<file path="src/rtl/xls_pkg.sv">
package xls_pkg;

   localparam int CLS_W = 3;

   typedef enum logic [2:0] {
      CLS_CRIT     = 3'd0,
      CLS_NARROW   = 3'd1,
      CLS_DISPATCH = 3'd2,
      CLS_STORE    = 3'd3,
      CLS_ADDRLO   = 3'd4
   } xls_cls_e;

   typedef enum logic [1:0] {
      CH_FAST = 2'd0,
      CH_BASE = 2'd1,
      CH_SLOW = 2'd2
   } xls_ch_e;

   // preferred channel from class code and whether the payload fits the fast width
   function automatic xls_ch_e preferred_ch(input logic [2:0] cls, input logic fits);
      xls_ch_e ch;
      case (cls)
         CLS_NARROW:              ch = fits ? CH_FAST : CH_BASE;
         CLS_ADDRLO:              ch = CH_FAST;
         CLS_DISPATCH, CLS_STORE: ch = CH_SLOW;
         default:                 ch = CH_BASE;
      endcase
      return ch;
   endfunction

endpackage

</file>
<file path="src/rtl/xls_steer.sv">
module xls_steer
   import xls_pkg::*;
#(
   parameter int NREQ   = 2,
   parameter int DW     = 32,
   parameter int DSTW   = 2,
   parameter int FAST_W = 10,
   parameter int NF     = 1,
   parameter int NB     = 1,
   parameter int NS     = 2
) (
   input  logic                           clk,
   input  logic                           rst_n,
   input  logic [NREQ-1:0]                vld,
   input  logic [NREQ-1:0][CLS_W-1:0]     cls,
   input  logic [NREQ-1:0][DSTW-1:0]      dst,
   input  logic [NREQ-1:0][DW-1:0]        dat,
   output logic [NREQ-1:0]                rdy,
   output logic [NF-1:0]                  f_vld,
   output logic [NF-1:0][CLS_W-1:0]       f_cls,
   output logic [NF-1:0][DSTW-1:0]        f_dst,
   output logic [NF-1:0][DW-1:0]          f_dat,
   output logic [NB-1:0]                  b_vld,
   output logic [NB-1:0][CLS_W-1:0]       b_cls,
   output logic [NB-1:0][DSTW-1:0]        b_dst,
   output logic [NB-1:0][DW-1:0]          b_dat,
   output logic [NS-1:0]                  s_vld,
   output logic [NS-1:0][CLS_W-1:0]       s_cls,
   output logic [NS-1:0][DSTW-1:0]        s_dst,
   output logic [NS-1:0][DW-1:0]          s_dat
);

   localparam logic [DW-1:0] LOW_MASK = {{(DW-FAST_W){1'b0}}, {FAST_W{1'b1}}};

   always_comb begin
      int      nf;
      int      nb;
      int      ns;
      logic    blocked;
      logic    fits;
      xls_ch_e want;
      nf = 0;
      nb = 0;
      ns = 0;
      blocked = 1'b0;
      rdy   = '0;
      f_vld = '0; f_cls = '0; f_dst = '0; f_dat = '0;
      b_vld = '0; b_cls = '0; b_dst = '0; b_dat = '0;
      s_vld = '0; s_cls = '0; s_dst = '0; s_dat = '0;
      for (int i = 0; i < NREQ; i++) begin
         fits = ((dat[i] & ~LOW_MASK) == '0);
         want = preferred_ch(cls[i], fits);
         if (vld[i] && !blocked) begin
            if (want == CH_FAST && nf < NF) begin
               f_vld[nf] = 1'b1;
               f_cls[nf] = cls[i];
               f_dst[nf] = dst[i];
               f_dat[nf] = dat[i] & LOW_MASK;
               nf = nf + 1;
               rdy[i] = 1'b1;
            end else if (want == CH_SLOW && ns < NS) begin
               s_vld[ns] = 1'b1;
               s_cls[ns] = cls[i];
               s_dst[ns] = dst[i];
               s_dat[ns] = dat[i];
               ns = ns + 1;
               rdy[i] = 1'b1;
            end else if (nb < NB) begin
               b_vld[nb] = 1'b1;
               b_cls[nb] = cls[i];
               b_dst[nb] = dst[i];
               b_dat[nb] = dat[i];
               nb = nb + 1;
               rdy[i] = 1'b1;
            end else begin
               blocked = 1'b1;
            end
         end
      end
   end

   // lane ordering and backpressure checks
   for (genvar i = 0; i < NREQ; i++) begin : g_lane_chk
      if (i == 0) begin : g_first
         assert_stall_base_full_R5: assert property (@(posedge clk) disable iff (!rst_n)
            (vld[0] && !rdy[0]) |-> (&b_vld));
      end else begin : g_rest
         assert_in_order_R6: assert property (@(posedge clk) disable iff (!rst_n)
            rdy[i] |-> (&(rdy[i-1:0] | ~vld[i-1:0])));
         assert_stall_base_full_R5: assert property (@(posedge clk) disable iff (!rst_n)
            (vld[i] && !rdy[i] && (&(rdy[i-1:0] | ~vld[i-1:0]))) |-> (&b_vld));
      end
      assert_rdy_needs_vld_R5: assert property (@(posedge clk) disable iff (!rst_n)
         rdy[i] |-> vld[i]);
   end

   // class policy checks on the slot vectors
   for (genvar k = 0; k < NF; k++) begin : g_fast_chk
      assert_fast_class_R1: assert property (@(posedge clk) disable iff (!rst_n)
         f_vld[k] |-> (f_cls[k] inside {CLS_NARROW, CLS_ADDRLO}));
   end
   for (genvar k = 0; k < NS; k++) begin : g_slow_chk
      assert_slow_class_R1: assert property (@(posedge clk) disable iff (!rst_n)
         s_vld[k] |-> (s_cls[k] inside {CLS_DISPATCH, CLS_STORE}));
   end

endmodule

</file>
<file path="src/rtl/xls_delay_line.sv">
module xls_delay_line #(
   parameter int LAT = 1,
   parameter int N   = 1,
   parameter int W   = 8
) (
   input  logic                  clk,
   input  logic                  rst_n,
   input  logic [N-1:0]          in_vld,
   input  logic [N-1:0][W-1:0]   in_pay,
   output logic [N-1:0]          out_vld,
   output logic [N-1:0][W-1:0]   out_pay
);

   if (LAT < 1 || LAT > 16) begin : g_bad_lat
      $error("xls_delay_line: LAT must lie in 1..16");
   end

   logic [LAT-1:0][N-1:0]         stg_v;
   logic [LAT-1:0][N-1:0][W-1:0]  stg_p;

   always_ff @(posedge clk or negedge rst_n) begin
      if (!rst_n) begin
         stg_v <= '0;
         stg_p <= '0;
      end else begin
         stg_v[0] <= in_vld;
         stg_p[0] <= in_pay;
         for (int s = 1; s < LAT; s++) begin
            stg_v[s] <= stg_v[s-1];
            stg_p[s] <= stg_p[s-1];
         end
      end
   end

   assign out_vld = stg_v[LAT-1];
   assign out_pay = stg_p[LAT-1];

   for (genvar k = 0; k < N; k++) begin : g_lat_chk
      assert_pipe_latency_R7: assert property (@(posedge clk) disable iff (!rst_n)
         out_vld[k] |-> $past(in_vld[k], LAT));
   end

endmodule

</file>
<file path="src/rtl/xls_link_steer.sv">
module xls_link_steer
   import xls_pkg::*;
#(
   parameter int NREQ   = 2,
   parameter int DW     = 32,
   parameter int DSTW   = 2,
   parameter int FAST_W = 10,
   parameter int NF     = 1,
   parameter int NB     = 1,
   parameter int NS     = 2,
   parameter bit RING   = 1'b0
) (
   input  logic                               clk,
   input  logic                               rst_n,
   input  logic [NREQ-1:0]                    req_vld,
   input  logic [NREQ*CLS_W-1:0]              req_cls,
   input  logic [NREQ*DSTW-1:0]               req_dst,
   input  logic [NREQ*DW-1:0]                 req_dat,
   output logic [NREQ-1:0]                    req_rdy,
   output logic [NF+NB+NS-1:0]                out_vld,
   output logic [(NF+NB+NS)*CLS_W-1:0]        out_cls,
   output logic [(NF+NB+NS)*DSTW-1:0]         out_dst,
   output logic [(NF+NB+NS)*DW-1:0]           out_dat
);

   localparam int LAT_F = RING ? 2 : 1;
   localparam int LAT_B = RING ? 4 : 2;
   localparam int LAT_S = RING ? 6 : 3;
   localparam int PW    = CLS_W + DSTW + DW;
   localparam int B0    = NF;
   localparam int S0    = NF + NB;

   if (NREQ < 1 || NF < 1 || NB < 1 || NS < 1) begin : g_bad_cnt
      $error("xls_link_steer: lane and slot counts must be at least 1");
   end
   if (FAST_W < 1 || FAST_W >= DW) begin : g_bad_fw
      $error("xls_link_steer: FAST_W must lie in 1..DW-1");
   end
   if (DSTW < 1) begin : g_bad_dst
      $error("xls_link_steer: DSTW must be at least 1");
   end

   logic [NREQ-1:0][CLS_W-1:0] lane_cls;
   logic [NREQ-1:0][DSTW-1:0]  lane_dst;
   logic [NREQ-1:0][DW-1:0]    lane_dat;

   assign lane_cls = req_cls;
   assign lane_dst = req_dst;
   assign lane_dat = req_dat;

   logic [NF-1:0]              f_vld;
   logic [NF-1:0][CLS_W-1:0]   f_cls;
   logic [NF-1:0][DSTW-1:0]    f_dst;
   logic [NF-1:0][DW-1:0]      f_dat;
   logic [NB-1:0]              b_vld;
   logic [NB-1:0][CLS_W-1:0]   b_cls;
   logic [NB-1:0][DSTW-1:0]    b_dst;
   logic [NB-1:0][DW-1:0]      b_dat;
   logic [NS-1:0]              s_vld;
   logic [NS-1:0][CLS_W-1:0]   s_cls;
   logic [NS-1:0][DSTW-1:0]    s_dst;
   logic [NS-1:0][DW-1:0]      s_dat;

   xls_steer #(
      .NREQ(NREQ), .DW(DW), .DSTW(DSTW), .FAST_W(FAST_W),
      .NF(NF), .NB(NB), .NS(NS)
   ) u_steer (
      .clk(clk), .rst_n(rst_n),
      .vld(req_vld), .cls(lane_cls), .dst(lane_dst), .dat(lane_dat),
      .rdy(req_rdy),
      .f_vld(f_vld), .f_cls(f_cls), .f_dst(f_dst), .f_dat(f_dat),
      .b_vld(b_vld), .b_cls(b_cls), .b_dst(b_dst), .b_dat(b_dat),
      .s_vld(s_vld), .s_cls(s_cls), .s_dst(s_dst), .s_dat(s_dat)
   );

   logic [NF-1:0][PW-1:0] f_pay, fo_pay;
   logic [NB-1:0][PW-1:0] b_pay, bo_pay;
   logic [NS-1:0][PW-1:0] s_pay, so_pay;
   logic [NF-1:0]         fo_vld;
   logic [NB-1:0]         bo_vld;
   logic [NS-1:0]         so_vld;

   for (genvar k = 0; k < NF; k++) begin : g_fpack
      assign f_pay[k] = {f_cls[k], f_dst[k], f_dat[k]};
   end
   for (genvar k = 0; k < NB; k++) begin : g_bpack
      assign b_pay[k] = {b_cls[k], b_dst[k], b_dat[k]};
   end
   for (genvar k = 0; k < NS; k++) begin : g_spack
      assign s_pay[k] = {s_cls[k], s_dst[k], s_dat[k]};
   end

   xls_delay_line #(.LAT(LAT_F), .N(NF), .W(PW)) u_fast_line (
      .clk(clk), .rst_n(rst_n), .in_vld(f_vld), .in_pay(f_pay),
      .out_vld(fo_vld), .out_pay(fo_pay));

   xls_delay_line #(.LAT(LAT_B), .N(NB), .W(PW)) u_base_line (
      .clk(clk), .rst_n(rst_n), .in_vld(b_vld), .in_pay(b_pay),
      .out_vld(bo_vld), .out_pay(bo_pay));

   xls_delay_line #(.LAT(LAT_S), .N(NS), .W(PW)) u_slow_line (
      .clk(clk), .rst_n(rst_n), .in_vld(s_vld), .in_pay(s_pay),
      .out_vld(so_vld), .out_pay(so_pay));

   for (genvar k = 0; k < NF; k++) begin : g_fout
      assign out_vld[k] = fo_vld[k];
      assign {out_cls[k*CLS_W +: CLS_W], out_dst[k*DSTW +: DSTW], out_dat[k*DW +: DW]} = fo_pay[k];
      assert_fast_low_bits_R3: assert property (@(posedge clk) disable iff (!rst_n)
         out_vld[k] |-> (out_dat[k*DW+FAST_W +: DW-FAST_W] == '0));
   end
   for (genvar k = 0; k < NB; k++) begin : g_bout
      assign out_vld[B0+k] = bo_vld[k];
      assign {out_cls[(B0+k)*CLS_W +: CLS_W], out_dst[(B0+k)*DSTW +: DSTW],
              out_dat[(B0+k)*DW +: DW]} = bo_pay[k];
   end
   for (genvar k = 0; k < NS; k++) begin : g_sout
      assign out_vld[S0+k] = so_vld[k];
      assign {out_cls[(S0+k)*CLS_W +: CLS_W], out_dst[(S0+k)*DSTW +: DSTW],
              out_dat[(S0+k)*DW +: DW]} = so_pay[k];
   end

endmodule

</file>
<file path="config.mk">
export PLATFORM = sky130hd
export DESIGN_NAME = xls_link_steer
export DESIGN_NICKNAME = d
export VERILOG_FILES = /design/src/rtl/xls_pkg.sv /design/src/rtl/xls_steer.sv /design/src/rtl/xls_delay_line.sv /design/src/rtl/xls_link_steer.sv
export SDC_FILE = /design/constraint.sdc
export NUM_CORES = 1
export LEC_CHECK = 0
export ABC_AREA = 1
export BUFFER_PORTS_ARGS = -buffer_cell sky130_fd_sc_hd__buf_2
export CAP_MARGIN = 0
export CORE_UTILIZATION = 35
export DETAILED_ROUTE_END_ITERATION = 8
export GPL_TIMING_DRIVEN = 0
export SYNTH_ARGS = -nofsm -noshare
export SYNTH_HDL_FRONTEND = slang
export SYNTH_SLANG_ARGS = --single-unit
</file>
<file path="constraint.sdc">
create_clock -name clk -period 2.65 [get_ports clk]
set_input_delay 0.265 -clock clk [delete_from_list [all_inputs] [get_ports clk]]
set_output_delay 0.265 -clock clk [all_outputs]
set_load 0.01 [all_outputs]
</file>
# Word level (Yosys, flattened, before mapping)

Cells that the tools add are included.

Flip-flop bits (word level): 342
Latch bits: 0
RAM bits: 0
ROM bits: 0
Input bits: 78
Output and inout port bits: 154
Word-level logic and storage cells: 158
Memories kept: 0

$add $sub $neg: 0
Multipliers: 0
Divide/modulo/power cells: 0
Order comparisons: 9
Equal/unequal tests: 10
Shifts and indexed selects: 0
Multiplexer cells: 110
Bitwise gates (word level): 3
Reduce and logical (&&, ||, !) cells: 11

Operators by type and width:

| operator                                                                | count |
|---|---|
| 32-bit two-way mux                                                      | 21 |
| 64-bit two-way mux                                                      | 3 |
| 32-bit by 2-bit < comparator with 1-bit output (second input constant)  | 4 |
| 32-bit by 1-bit >= comparator with 1-bit output (second input constant) | 3 |
| 32-bit bitwise mux                                                      | 2 |
| 64-bit bitwise mux                                                      | 1 |
| 32-bit zero test                                                        | 2 |
| 32-bit by 3-bit < comparator with 1-bit output (second input constant)  | 2 |
| 3-bit two-way mux                                                       | 17 |
| 2-bit two-way mux                                                       | 20 |
| 32-bit demux with 1-bit select                                          | 1 |
| 1-bit two-way mux                                                       | 27 |
| 6-bit two-way mux                                                       | 3 |
| 3-bit by 2-bit equality test with 1-bit output (second input constant)  | 4 |
| 4-bit two-way mux                                                       | 3 |
| 2-bit one-hot mux with 3 select lines                                   | 2 |
| 10-bit two-way mux                                                      | 1 |
| 3-bit bitwise mux                                                       | 2 |
| 6-bit bitwise mux                                                       | 1 |
| 3-bit by 1-bit equality test with 1-bit output (second input constant)  | 2 |
| 3-bit equality test (second input constant)                             | 2 |
| 1-bit logical AND                                                       | 5 |
| 2-bit bitwise mux                                                       | 2 |
| 4-bit bitwise mux                                                       | 1 |
| other kinds (8)                                                         | 12 |

# Depth between registers and ports, before layout

Depth in word-level cells: 15
Gate-level depth with buffers: 13
Gate-level depth less buffers: 12

# Modules after synthesis

A second synthesis with hierarchy kept.

Cell total of the unflattened synthesis: 869
Area total of the unflattened synthesis: 11362.1 um^2

Modules (own cells, without submodules):

| module                        | times used | cells an instance | area an instance (um^2) | seq. area each (um^2) |
|---|---|---|---|---|
| xls_delay_line at u_slow_line | 1          | 304               | 6276.0                  | 5705.5 |
| xls_delay_line at u_base_line | 1          | 113               | 2179.6                  | 1901.8 |
| xls_steer                     | 1          | 412               | 1940.6                  | 0.0 |
| xls_delay_line at u_fast_line | 1          | 38                | 950.9                   | 950.9 |
| xls_link_steer                | 1          | 2                 | 15.0                    | 0.0 |

# Least setup slack after synthesis

No wires, ideal clock.

Path type: input to output
Start: input req_cls[3]
End: output req_rdy[1]
Arrival: 1.306 ns
Data required time: 2.385 ns
Path slack: 1.079 ns
Cell stages on the path: 9
Path buffers: 2
Path through: inv_2 or2_1 a21oi_1 nand2_1 inv_1 nand2_2 buf_4 buf_6 a21oi_1

Longest elaborated chain between the ends: 8
Elaborated cells between the ends (all ways): 13
Those cells by class: 5 x eq/ne; 4 x mux; 4 x reduce/logical

Ends and longest elaborated chain:

| item                                           | RTL line             | text |
|---|---|---|
| start, declared                                | xls_link_steer.sv:16 | `input logic [NREQ*CLS_W-1:0] req_cls,` |
| 3-bit by 2-bit equality test with 1-bit output | xls_pkg.sv:22        | `case (cls)` |
| 2-bit OR reduction                             | xls_pkg.sv:22        |  |
| 2-bit one-hot mux with 3 select lines (*)      | xls_pkg.sv:22        |  |
| 2-bit equality test                            | xls_steer.sv:61      | `end else if (want == CH_SLOW && ns < NS) begin` |
| 1-bit logical AND                              | xls_steer.sv:61      |  |
| 1-bit two-way mux                              | xls_steer.sv:61      |  |
| 1-bit two-way mux (*)                          | xls_steer.sv:54      | `if (want == CH_FAST && nf < NF) begin` |
| 1-bit two-way mux (*)                          | xls_steer.sv:53      | `if (vld[i] && !blocked) begin` |
| end, declared                                  | xls_link_steer.sv:19 | `output logic [NREQ-1:0] req_rdy,` |

Mark *: on every way between the ends. The rest lies on a longest branch, timed or not.

# Final worst setup path

Start: input req_dat[31]
End: output req_rdy[1]

Longest elaborated chain between the ends: 12
Elaborated cells between the ends (all ways): 22
Those cells by class: 3 x order compare; 1 x eq/ne; 14 x mux; 4 x reduce/logical

Ends and longest elaborated chain:

| item                                                                                                             | RTL line                         | text |
|---|---|---|
| start, declared                                                                                                  | xls_link_steer.sv:18             | `input logic [NREQ*DW-1:0] req_dat,` |
| 32-bit zero test (*)                                                                                             | xls_steer.sv:51                  | `fits = ((dat[i] & ~LOW_MASK) == '0);` |
| 1-bit two-way mux (*)                                                                                            | xls_pkg.sv:23                    | `CLS_NARROW: ch = fits ? CH_FAST : CH_BASE;` |
| 2-bit one-hot mux with 3 select lines (*)                                                                        | xls_pkg.sv:22                    |  |
| 2-bit equality test                                                                                              | xls_steer.sv:61                  |  |
| 1-bit two-way mux                                                                                                | xls_steer.sv:61                  |  |
| 32-bit two-way mux                                                                                               | xls_steer.sv:54                  |  |
| 32-bit two-way mux                                                                                               | xls_steer.sv:53                  |  |
| 32-bit by 2-bit < comparator with 1-bit output or 32-bit by 3-bit < comparator with 1-bit output (tied branches) | xls_steer.sv:68, xls_steer.sv:61 |  |
| 1-bit two-way mux or 1-bit logical AND (tied branches)                                                           | xls_steer.sv:68, xls_steer.sv:61 |  |
| 1-bit two-way mux                                                                                                | xls_steer.sv:61                  |  |
| 1-bit two-way mux (*)                                                                                            | xls_steer.sv:54                  |  |
| 1-bit two-way mux (*)                                                                                            | xls_steer.sv:53                  |  |

Marked as above.

==> flow_summary_export.csv <==
group,metric,value,unit
worst_setup_path,worstPathMaxFanout,19,
place,portBuffers,209,
grt,grt_use_met1,21.9,%
pwr,power.density,754,nW/um^2
clock_tree,htreeDepth,2,
route,wl,25700,um
pwr,clkPwrFrac,43.8,%
synth,yosysSeqAreaShare,72.2,%
layout,nNetsFinal,1288,
worst_setup_path,worstSetupStartpointType,"primary input",
place,place_area,12800,sq um
pwr,p_leak,7.93,nW
sta,layout_worst_path_cycle_share,92.2,%
synth,synthCells,911,
grt,use_met2,26.9,%
grt,grt_max_degree,117,
pwr,switchingPower,2.45,mW
synth,synth_cell_types,24,
pwr,p_int,8.27,mW
pwr,peakVddDrop,0.416,mV
sta,drv_slew,0,
clock_tree,root_buffer,"clkbuf_16",
place,post-place-ws,317,ps
grt,grt-ovfl-total,0,
sta,slew_headroom,47.2,%
die,coreArea,30900,sq um
sta,finalHoldViolCount,0,
sta,skew,13.7,ps
route,vias,6997,
sta,setup_violations,0,
route,vias_per_cell,4.30,
die,dieWidth,180,um
clock_tree,clock_sinks,320,
pwr,switching_share,22.9,%
route,drt_iter0_markers,483,
die,floorplan.initialDensity,35.9,%
sta,worst_slew_pin_slew,792,ps
sta,max_freq,409,MHz
grt,grt_pass1_vias,7348,
place,hpwl,18100,um
sta,rsz0062_at_grt,"false",
synth,avgSynthCellArea,12.2,sq um
grt,met3_usage,2.73,%
clock_tree,max-clock-path-buffers,3,
die,core.rowCount,64,
worst_setup_path,r2r_slack,2160,ps
route,drc_errors,0,
route,first_pass_iters,5,
grt,grt.busiest_layer,"met2",
synth,synth_seq_cells,320,
worst_setup_path,end_kind,"output port",
die,die_h,180,um
job,maxCapViolations,0,
pwr,power_frac_comb,8.1,%
synth,yosys_warnings,0,
sta,worst_slack,208,ps
layout,syn_to_final_growth,28.0,%
pwr,p_seq_share,48.1,%
clock_tree,cts_made_buffers,35,
die,ios,232,
worst_setup_path,worstPathRequired,2380,ps
die,dieArea,32400,sq um
clock_tree,cts_setup_buffers,0,
worst_setup_path,worstSetupPathType,"in -> out",
clock_tree,clock_latency,520,ps
clock_tree,clk_pin_slew_worst_paths,60,ps
worst_setup_path,arrival,2180,ps
layout,fin_area,14200,sq um
route,ant_nets,0,
layout,layout-drive-gt1-share,35.4,%
route,wire_per_inst,15.8,um
synth,mappedNetlistArea,11100,sq um
place,gp_congestion,0.851,
grt,antenna_found_initial,4,
status,status,"completed",
worst_hold_path,hold_path_class,"in -> reg",
grt,grtUsageTotal,16.5,%
clock_tree,cts_tree,"done",
grt,grt_pass1_wl,41200,um
sta,finalCriticalPeriod,2440,ps
path summary, 6_finish.rpt:
kind	startpoint	to	depth (start not counted)
max in group asynchronous	rst_n	u_slow_line.stg_p[122]$_DFF_PN0_	3
setup / recovery	req_dat[31]	req_rdy[1]	12
min in group asynchronous	rst_n	u_slow_line.stg_p[63]$_DFF_PN0_	2
setup reg to reg	u_slow_line.stg_p[91]$_DFF_PN0_	u_slow_line.out_pay[17]$_DFF_PN0_	0
hold / removal	req_dat[4]	u_base_line.stg_p[4]$_DFF_PN0_	3
hold reg to reg	u_slow_line.stg_p[61]$_DFF_PN0_	u_slow_line.stg_p[135]$_DFF_PN0_	0
cells by family (layout without fill, tap and decap cells):
family                 after synthesis  after routing  share of synthesized area (%)
buffers and inverters              236            530                           12.9
AO/OA/AOI/OAI                       53             53                           3.54
other                                1             29                         0.0338
AND/OR/NAND/NOR                    301            301                           11.3
flip-flops                         320            320                           72.2
per-layer routing:
| metal | wire (um) | vias up | share of wire [%] |
|---|---|---|---|
| met4 | 768 | 0 | 3.0 |
| met5 | 0 | - | 0 |
| li1 | - | 3289 | - |
| met1 | 11100 | 3431 | 43 |
| met2 | 12700 | 231 | 49 |
| met3 | 1150 | 46 | 4.5 |
layout make-up:
cell class / instances / area, sq um
multi-input cells: 379 / 1740
flip-flops and latches: 320 / 8010
plain buffers: 171 / 1190
clock inverters: 12 / 184
diodes: 4 / 10.0
repair buffers: 239 / 1390
well taps: 396 / 495
fillers: 2884 / 16700
clock buffers: 44 / 940
inverters: 64 / 240
critical path: stages:
cell           delay [ps]
dlygate4sd3_1         540
buf_2                 140
nor2_1                 90
nand3_1               110
nor2_2                140
nand2_1               100
nand2_1                90
nand3_2               110
nand2_2               140
buf_8                 180
a21oi_1               100
buf_2                 180
registers in the layout, summed over array words and instances (netlist names):
name / cells
u_base_line.out_pay: 37
u_base_line.out_vld: 1
u_base_line.stg_p: 37
u_base_line.stg_v: 1
u_fast_line.out_pay: 15
u_fast_line.out_vld: 1
u_slow_line.out_pay: 74
u_slow_line.out_vld: 2
u_slow_line.stg_p: 148
u_slow_line.stg_v: 4
per-stage QoR:
stage                     util, %  power, mW  std cells   TNS, ps  hold slack (ps)
final                        45.9       10.7       1629         0             16.0
after floorplan                 -       5.65        935         0            -30.6
after detailed placement     41.4       6.08       1542         0              335
after global placement       41.2       6.06       1540  -1424280              331
after CTS                    45.9       10.9       1626         0            0.302
after global routing         45.9       11.2       1629         0             7.46
synthesized netlist by cell type (all sizes together):
cell	number	share of area [%]
nand2	161	5.5
clkinv	1	0.034
a21oi	3	0.14
nand3	37	1.8
o41ai	34	2.7
nor2	87	3.0
conb	1	0.034
or2	1	0.056
o21ai	16	0.72
buf	162	10
nand3b	12	0.81
nor3	3	0.18
dfrtp	320	72
clkbuf	10	0.34
inv	63	2.1
power groups by stage:
stage	clock network [mW]	logic (mW)	registers [mW]
finish	4.70	0.865	5.15
global route	5.06	0.961	5.17
CTS	4.83	0.881	5.15
detailed placement	0	0.844	5.24
global placement	0	0.824	5.24
floorplan	0	0.426	5.23
cells in the final DEF (no fill, tap or decap), types with 3 or more instances in the layout:
master and n:
nand2_1 159, clkbuf_8 3, clkbuf_16 35, dfrtp_1 320
inv_2 13, inv_1 50, nand3_1 35, clkinv_2 3
buf_2 223, conb_1 25, o41ai_1 34, o21ai_0 16
bufinv_16 3, buf_4 138, nor2_1 85, clkbuf_1 16
nand3b_1 12, a21oi_1 3, dlygate4sd3_1 28, buf_1 7
diode_2 4
what timing repair did:
item | in CTS | in global routing
hold endpoints to repair | 150 | 0
gates resized for setup | 0 | 2
setup endpoints to repair | 0 | 1
hold buffers | 28 | 0
No activity file was read; power rests on OpenSTA's default activity.
